## src/rtl/line_ctl_pkg.sv

```systemverilog
package line_ctl_pkg;

   typedef enum logic [1:0] {
      SLOT_IDLE  = 2'd0,
      SLOT_SETUP = 2'd1,
      SLOT_LOW   = 2'd2,
      SLOT_GAP   = 2'd3
   } slot_e;

endpackage

```

## src/rtl/line_ctl_regfile.sv

```systemverilog
module line_ctl_regfile #(
   parameter int NCH   = 4,
   parameter int ENT_W = 5
) (
   input  logic                     clk,
   input  logic                     rst_n,
   input  logic                     we,
   input  logic [$clog2(NCH)-1:0]   wch,
   input  logic [ENT_W-1:0]         wdata,
   input  logic [$clog2(NCH)-1:0]   rptr,
   output logic [ENT_W-1:0]         rdata
);
   logic [ENT_W-1:0] mem_q [NCH];

   always_ff @(posedge clk or negedge rst_n) begin
      if (!rst_n) begin
         for (int i = 0; i < NCH; i++) mem_q[i] <= '0;
      end else if (we) begin
         mem_q[wch] <= wdata;
      end
   end

   assign rdata = mem_q[rptr];
endmodule

```

## src/rtl/line_slot_sched.sv

```systemverilog
module line_slot_sched
   import line_ctl_pkg::*;
#(
   parameter int NCH       = 4,
   parameter int ENT_W     = 5,
   parameter int PULSE_LEN = 2
) (
   input  logic                     clk,
   input  logic                     rst_n,
   input  logic                     cs_n,
   output logic [$clog2(NCH)-1:0]   rd_ptr,
   input  logic [ENT_W-1:0]         rd_entry,
   output logic [NCH-1:0]           en_n,
   output logic [ENT_W-1:0]         ctl
);
   localparam int CHW  = $clog2(NCH);
   localparam int CNTW = (PULSE_LEN > 1) ? $clog2(PULSE_LEN) : 1;
   localparam logic [CHW-1:0]  LAST_CH  = CHW'(NCH - 1);
   localparam logic [CNTW-1:0] LAST_CNT = CNTW'(PULSE_LEN - 1);

   slot_e            st_q, st_d;
   logic [CHW-1:0]   ptr_q, ptr_d;
   logic [CNTW-1:0]  cnt_q, cnt_d;
   logic             cs_q;
   logic             win_start;
   logic             load_ctl;
   logic [NCH-1:0]   en_d;

   // a window begins on the first rising edge that sees chip-select low
   assign win_start = cs_q & ~cs_n;

   always_comb begin
      st_d     = st_q;
      ptr_d    = ptr_q;
      cnt_d    = cnt_q;
      load_ctl = 1'b0;
      if (win_start) begin
         // any pulse in flight is dropped; the same pointer is re-served
         st_d     = SLOT_SETUP;
         cnt_d    = '0;
         load_ctl = 1'b1;
      end else begin
         case (st_q)
            SLOT_IDLE: begin
               st_d     = SLOT_SETUP;
               load_ctl = 1'b1;
            end
            SLOT_SETUP: begin
               st_d  = SLOT_LOW;
               cnt_d = '0;
            end
            SLOT_LOW: begin
               if (cnt_q == LAST_CNT) begin
                  st_d  = SLOT_GAP;
                  ptr_d = (ptr_q == LAST_CH) ? '0 : ptr_q + 1'b1;
               end else begin
                  cnt_d = cnt_q + 1'b1;
               end
            end
            SLOT_GAP: begin
               // inside a window the single pulse is spent: hold here
               if (cs_n) begin
                  st_d     = SLOT_SETUP;
                  load_ctl = 1'b1;
               end
            end
            default: st_d = SLOT_IDLE;
         endcase
      end
   end

   always_comb begin
      en_d = '1;
      if (st_d == SLOT_LOW) en_d[ptr_d] = 1'b0;
   end

   assign rd_ptr = ptr_d;

   always_ff @(posedge clk or negedge rst_n) begin
      if (!rst_n) begin
         st_q  <= SLOT_IDLE;
         ptr_q <= '0;
         cnt_q <= '0;
         cs_q  <= 1'b1;
         en_n  <= '1;
         ctl   <= '0;
      end else begin
         st_q  <= st_d;
         ptr_q <= ptr_d;
         cnt_q <= cnt_d;
         cs_q  <= cs_n;
         en_n  <= en_d;
         if (load_ctl) ctl <= rd_entry;
      end
   end
endmodule

```

## src/rtl/line_stat_capture.sv

```systemverilog
module line_stat_capture #(
   parameter int NCH = 4
) (
   input  logic             clk,
   input  logic             rst_n,
   input  logic [NCH-1:0]   en_n,
   input  logic             loop_sense,
   input  logic             therm_mux_n,
   input  logic [NCH-1:0]   therm_line_n,
   output logic [2*NCH-1:0] word
);
   logic [NCH-1:0] therm_ok;
   logic [NCH-1:0] loop_q;
   logic [NCH-1:0] therm_q;

   for (genvar c = 0; c < NCH; c++) begin : g_merge
      assign therm_ok[c] = therm_mux_n & therm_line_n[c];
   end

   always_ff @(posedge clk or negedge rst_n) begin
      if (!rst_n) begin
         loop_q  <= '0;
         therm_q <= '0;
      end else begin
         for (int c = 0; c < NCH; c++) begin
            if (!en_n[c]) begin
               loop_q[c]  <= loop_sense;
               therm_q[c] <= therm_ok[c];
            end
         end
      end
   end

   assign word = {therm_q, loop_q};
endmodule

```

## src/rtl/line_stat_shifter.sv

```systemverilog
module line_stat_shifter #(
   parameter int SW        = 8,
   parameter bit MSB_FIRST = 1'b1
) (
   input  logic          clk,
   input  logic          rst_n,
   input  logic          cs_n,
   input  logic [SW-1:0] word,
   output logic          sdo
);
   logic [SW-1:0] sr_q;
   logic [SW-1:0] sr_next;
   logic          cs_nq;

   if (MSB_FIRST) begin : g_msb
      assign sdo     = sr_q[SW-1];
      assign sr_next = {sr_q[SW-2:0], 1'b0};
   end else begin : g_lsb
      assign sdo     = sr_q[0];
      assign sr_next = {1'b0, sr_q[SW-1:1]};
   end

   always_ff @(negedge clk or negedge rst_n) begin
      if (!rst_n) begin
         sr_q  <= '0;
         cs_nq <= 1'b1;
      end else begin
         cs_nq <= cs_n;
         if (!cs_n) sr_q <= cs_nq ? word : sr_next;
      end
   end
endmodule

```

## src/rtl/line_ctl_mux.sv

```systemverilog
module line_ctl_mux #(
   parameter int NCH       = 4,
   parameter int ST_W      = 2,
   parameter int RLY_W     = 3,
   parameter int PULSE_LEN = 2,
   parameter bit MSB_FIRST = 1'b1
) (
   input  logic                     clk,
   input  logic                     rst_n,
   input  logic                     host_we,
   input  logic [$clog2(NCH)-1:0]   host_ch,
   input  logic [ST_W+RLY_W-1:0]    host_wdata,
   input  logic                     cs_n,
   input  logic                     loop_sense,
   input  logic                     therm_mux_n,
   input  logic [NCH-1:0]           therm_line_n,
   output logic [NCH-1:0]           latch_en_n,
   output logic [ST_W-1:0]          state_ctl,
   output logic [RLY_W-1:0]         relay_ctl,
   output logic                     stat_sdo
);
   localparam int CHW   = $clog2(NCH);
   localparam int ENT_W = ST_W + RLY_W;
   localparam int SW    = 2 * NCH;

   if (NCH < 2) begin : g_bad_nch
      $error("line_ctl_mux: NCH must be at least 2");
   end
   if (PULSE_LEN < 1 || PULSE_LEN + 2 > SW) begin : g_bad_pulse
      $error("line_ctl_mux: setup, pulse and gap must fit the window");
   end
   if (ST_W < 1 || RLY_W < 1) begin : g_bad_ctl
      $error("line_ctl_mux: control fields need at least one bit");
   end

   logic [CHW-1:0]   rd_ptr;
   logic [ENT_W-1:0] rd_entry;
   logic [ENT_W-1:0] ctl;
   logic [SW-1:0]    word;

   line_ctl_regfile #(.NCH(NCH), .ENT_W(ENT_W)) u_regs (
      .clk   (clk),
      .rst_n (rst_n),
      .we    (host_we),
      .wch   (host_ch),
      .wdata (host_wdata),
      .rptr  (rd_ptr),
      .rdata (rd_entry)
   );

   line_slot_sched #(.NCH(NCH), .ENT_W(ENT_W), .PULSE_LEN(PULSE_LEN)) u_sched (
      .clk      (clk),
      .rst_n    (rst_n),
      .cs_n     (cs_n),
      .rd_ptr   (rd_ptr),
      .rd_entry (rd_entry),
      .en_n     (latch_en_n),
      .ctl      (ctl)
   );

   line_stat_capture #(.NCH(NCH)) u_cap (
      .clk          (clk),
      .rst_n        (rst_n),
      .en_n         (latch_en_n),
      .loop_sense   (loop_sense),
      .therm_mux_n  (therm_mux_n),
      .therm_line_n (therm_line_n),
      .word         (word)
   );

   line_stat_shifter #(.SW(SW), .MSB_FIRST(MSB_FIRST)) u_shift (
      .clk   (clk),
      .rst_n (rst_n),
      .cs_n  (cs_n),
      .word  (word),
      .sdo   (stat_sdo)
   );

   assign state_ctl = ctl[ST_W-1:0];
   assign relay_ctl = ctl[ENT_W-1:ST_W];
endmodule

```

## config.mk

```make
export PLATFORM = sky130hd
export DESIGN_NAME = line_ctl_mux
export DESIGN_NICKNAME = d
export VERILOG_FILES = /design/src/rtl/line_ctl_pkg.sv /design/src/rtl/line_ctl_regfile.sv /design/src/rtl/line_slot_sched.sv /design/src/rtl/line_stat_capture.sv /design/src/rtl/line_stat_shifter.sv /design/src/rtl/line_ctl_mux.sv
export SDC_FILE = /design/constraint.sdc
export NUM_CORES = 1
export LEC_CHECK = 0
export ABC_AREA = 1
export BUFFER_PORTS_ARGS = -buffer_cell sky130_fd_sc_hd__buf_2
export CAP_MARGIN = 5
export CORE_UTILIZATION = 55
export CTS_CLUSTER_DIAMETER = 40
export DETAILED_ROUTE_END_ITERATION = 8
export HOLD_SLACK_MARGIN = 0.12
export PLACE_DENSITY_LB_ADDON = 0.2
export SYNTH_ARGS = -nofsm -noshare
export SYNTH_HDL_FRONTEND = slang
export SYNTH_SLANG_ARGS = --single-unit
```

## constraint.sdc

```tcl
create_clock -name clk -period 2.1 [get_ports clk]
set_clock_uncertainty 0.2 [all_clocks]
set_input_delay 0.42 -clock clk [delete_from_list [all_inputs] [get_ports clk]]
set_output_delay 0.42 -clock clk [all_outputs]
set_load 0.1 [all_outputs]
```

# [After elaboration in Yosys (flattened, before gate mapping)]
# Index checks and enable logic that the tools add are counted.
[word_totals] wordCells=69 out_inout_bits=10 latchBits=0 mem_bits_rw=0 inputBits=17 rom_bits=0 memories=0 register_bits=52
[op_classes] n_mul=0 n_mux=24 div_mod_pow=0 n_lt_le_gt_ge=5 n_shift=0 n_eq_ne=5 add_sub_neg=2 reduce_logical=4 n_bitwise=9
[ops] op="$bwmux W20" count=1
[ops] op="$mux W5" count=3
[ops] op="$mux W2" count=7
[ops] op="$bmux W5 S2" count=1
[ops] op="$demux W5 S2" count=1
[ops] op="$eq A2 B2 Y1 const B" count=4
[ops] op="$mux W8" count=1
[ops] op="$pmux W2 S4" count=1
[ops] op="$ge A3 B3 Y1 const B" count=2
[ops] op="$not A2 Y3" count=2
[ops] op="$and A1 B1 Y1" count=5
[ops] op="$mux W1" count=5
[ops] op="$mux W4" count=1
[ops] op="$not A4 Y4" count=1
[ops] op="$pmux W1 S2" count=2
[ops] op="$lt A2 B3 Y1 const B" count=1
[ops] op="$lt A3 B1 Y1 const B" count=1
[ops] op="$reduce_bool A3 Y1" count=1
[ops] op="$add A2 B1 Y2 const B" count=1
[ops] op="$demux W1 S2" count=1
[ops] op="$eq A2 B1 Y1 const B" count=1
[ops] op="$ge A2 B1 Y1 const B" count=1
[ops] op="$logic_and A1 B1 Y1" count=2
[ops] op="$logic_not A2 Y1" count=1
[ops] op="2 further kinds" count=2

# [Longest topological paths before layout]
[depth] word_depth=11 ltp_mapped=13 depth_no_buf=12

# [Hierarchy]
# From an unflattened synthesis, not the netlist that was laid out.
[unflattened] hier_cells=326 area_unflattened_um2=2653.8
[by_module_without_submodules] mod="line_ctl_regfile" cells_per_inst=150 area_each_um2=1137.3 n_inst=1 seq_area_each_um2=500.5
[by_module_without_submodules] mod="line_slot_sched" cells_per_inst=78 area_each_um2=742.0 n_inst=1 seq_area_each_um2=381.6
[by_module_without_submodules] mod="line_stat_shifter" cells_per_inst=65 area_each_um2=470.5 n_inst=1 seq_area_each_um2=226.5
[by_module_without_submodules] mod="line_stat_capture" cells_per_inst=33 area_each_um2=304.0 n_inst=1 seq_area_each_um2=200.2

==> results_dict.tcl <==
set metrics [dict create \
    crit_path_start_kind "flop" \
    post_cts_resized 0 \
    timing.hold.ws_ns 0.1458 \
    drcViolationCount 0 \
    switching_power_mw 1.629 \
    p_sw_frac 0.4320 \
    power.total_mw 3.770 \
    initial_core_util 0.5840 \
    cp_top_family "flip-flops" \
    grt_first_pass_wirelength_um 8190 \
    p_clk_frac 0.193 \
    drt-wirelength-per-cell_um 13.57 \
    violations "setup timing" \
    regToRegStartpoint "u_cap.therm_q[3]$_DFFE_PN0N_" \
    path_buf_inv 1 \
    grt.total_usage 0.2492 \
    ys_warn_count 0 \
    synth.distinct_cells 22 \
    dieArea_sq_um 4575 \
    vdd.ir_drop.worst_uv 662.0 \
    antenna_left 0 \
    cp-end-kind "primary output" \
    drv_slew 0 \
    startpoint "u_shift.sr_q[7]$_DFFE_NN0N_" \
    rr_worst_depth 2 \
    cp_data_arrival_time_ns 2.02 \
    cp.depth 1 \
    die_y_um 67.64 \
    place_congestion 0.8083 \
    avgSynthCellArea_sq_um 8.876 \
    ff2ff_setup_slack_ns 0.07 \
    combPwrFrac 0.406 \
    areaGrowthSynthToFinish_pct 18.43 \
    root_buffer "clkbuf_8" \
    place.detailed.instances 351 \
    power.density_nw_per_um2 1343 \
    cp_slowest_stage_delay_ns 0.47 \
    p_leak_nw 1.441 \
    cp_cell_sequence "buf_12" \
    seqPwrFrac 0.401 \
    viasPerCell 5.214 \
    cts_tree "done" \
    cts_buffers 5 \
    ys_ff_latch 52 \
    worstPathMaxFanout 2 \
    tightest_slew_ns 0.4935 \
    final_cell_area_sq_um 2806 \
    final-setup-viol-count 1 \
    hp-class "in -> reg" \
    cts_sinks 52 \
    ios 27 \
    io_buffers 26 \
    synth_sequential_area_ratio 0.5523 \
    synth_nets 290 \
    cp-endpoint "stat_sdo" \
    fin_nets 332 \
    grt_pass1_vias 1804 \
    h-tree-depth 2 \
    crit_required_ns 1.48 \
    finalHoldViolCount 0 \
    cpMaxStageDelayCell "dfrtn_1" \
    grt_max_degree 18 \
    dr.first_iter.drc_count 144 \
    r2r_end "u_shift.sr_q[7]$_DFFE_NN0N_" \
    syn_inst 267 \
    core-area_sq_um 4058 \
    rsz0062_at_grt "true" \
    status "finished with violations" \
    overflow 0 \
    routed_wl_um 4886 \
    internal-power_mw 2.141 \
    drv_cap 0 \
    final_core_util 0.6916 \
    num_rows 23 \
    netlist_area_sq_um 2370 \
    clk_latency_ns 0.35 \
    dp_hpwl_um 3526 \
    dp_slack_ns -0.2552 \
    routed-via-count 1877 \
    drtPass1Iterations 4 \
    post_dp_cell_area_sq_um 2669 \
    path_clk_slew_ns 0.10 \
    clockBufferDepth 2 \
    worst_slack_ns -0.5368 \
    post_cts_buffers 0 \
    antenna_found_initial 0 \
    fillers 321 \
    antenna_cells 0 \
    worstSetupPathType "reg -> out" \
    drive_above_1_share 0.2323 \
    fin_cells 360 \
    relSlewSlack 0.6733 \
    die_x_um 67.64 \
    finalSetupTns_ns -0.5368 \
]
[flip-flops by register name (all words and copies together), names as in the netlist, 2 cells and up]
name	flops
u_sched.st_q	2
u_cap.loop_q	4
u_sched.ptr_q	2
u_sched.ctl	5
u_sched.en_n	4
u_regs.mem_q	20
u_shift.sr_q	8
u_cap.therm_q	4
[power by group through the flow]
stage | combinational [mW] | clock, mW | sequential (mW)
global placement | 1.50 | 0.00596 | 1.52
floorplan | 0.772 | 0.00596 | 1.89
CTS | 1.55 | 0.745 | 1.51
finish | 1.53 | 0.728 | 1.51
global route | 1.70 | 0.790 | 1.55
detailed placement | 1.53 | 0.00596 | 1.53
[kinds of logic after synthesis]
family                   Yosys count  share of synthesized area
AO/OA/AOI/OAI                     48                     0.1072
adder cells (fa/ha/maj)            6                    0.03168
buffers and inverters             25                    0.05438
AND/OR/NAND/NOR                  136                     0.2545
flip-flops                        52                     0.5523
[cell usage after synthesis]
master | instances | area share
o21ai_4 | 1 | 0.0069
a211oi_1 | 1 | 0.0032
a21oi_1 | 15 | 0.032
nand3_1 | 28 | 0.059
buf_6 | 3 | 0.014
nand3_2 | 4 | 0.017
inv_1 | 18 | 0.029
o21ai_0 | 31 | 0.065
dfrtp_1 | 38 | 0.40
nand2_2 | 2 | 0.0053
clkbuf_1 | 1 | 0.0016
dfrtn_1 | 8 | 0.084
or2_2 | 1 | 0.0026
nor3_1 | 1 | 0.0021
nor2_1 | 12 | 0.019
dfstp_2 | 6 | 0.067
nand2_8 | 1 | 0.0084
inv_4 | 2 | 0.0053
ha_1 | 6 | 0.032
nand2_1 | 86 | 0.14
nand2_4 | 1 | 0.0048
inv_8 | 1 | 0.0048
[how the worst min path moves through the flow]
stage	start	endpoint	slack, ns	cells after the start
floorplan	rst_n	u_cap.loop_q[0]$_DFFE_PN0N_	-0.08	0
global placement	rst_n	u_cap.loop_q[3]$_DFFE_PN0N_	0.04	1
detailed placement	rst_n	u_cap.loop_q[3]$_DFFE_PN0N_	0.04	1
CTS	therm_line_n[0]	u_cap.therm_q[0]$_DFFE_PN0N_	0.13	3
global route	therm_line_n[3]	u_cap.therm_q[3]$_DFFE_PN0N_	0.16	3
finish	therm_line_n[0]	u_cap.therm_q[0]$_DFFE_PN0N_	0.15	3
[routing by layer]
layer,vias up,part of all wire,GRT usage
met4,0,0.023,0.1090
met1,859,0.41,0.2933
met2,56,0.51,0.4245
met5,-,0,0
li1,948,-,-
met3,14,0.053,0.06419
[cell usage in the layout (no fill, tap or decap)]
cell / Yosys / layout
nand2_2: 2 / 2
buf_4: 0 / 11
dlygate4sd3_1: 0 / 1
nor3_1: 1 / 1
buf_2: 0 / 25
inv_8: 1 / 1
dfrtp_1: 38 / 38
nor2_1: 12 / 12
o21ai_4: 1 / 1
or2_2: 1 / 1
ha_1: 6 / 6
buf_12: 0 / 2
nand2_4: 1 / 1
inv_1: 18 / 18
a21oi_1: 15 / 8
nand2_8: 1 / 1
nand3_2: 4 / 4
clkbuf_8: 0 / 5
a211oi_1: 1 / 1
dfstp_2: 6 / 6
clkbuf_16: 0 / 2
a21oi_2: 0 / 7
inv_4: 2 / 2
nand2_1: 86 / 86
dfrtn_1: 8 / 8
inv_6: 0 / 1
o21ai_0: 31 / 31
nand3_1: 28 / 28
[what timing repair did]
action / CTS / global route
setup endpoints to repair: 1 / 1
gates cloned: 0 / 0
hold buffers: 1 / 0
hold endpoints to repair: 17 / 0
[layout make-up]
| type | instances | area [sq um] | share of cell area |
|---|---|---|---|
| Clock inverter | 2 | 12.51 | 0.004458 |
| Sequential cell | 52 | 1309 | 0.4663 |
| Tap cell | 50 | 62.56 | 0.02229 |
| Multi-Input combinational cell | 190 | 958.4 | 0.3415 |
| Clock buffer | 7 | 118.9 | 0.04235 |
| Timing Repair Buffer | 39 | 257.7 | 0.09184 |
| Inverter | 20 | 87.58 | 0.03121 |
No activity file was read; power rests on OpenSTA's default activity.
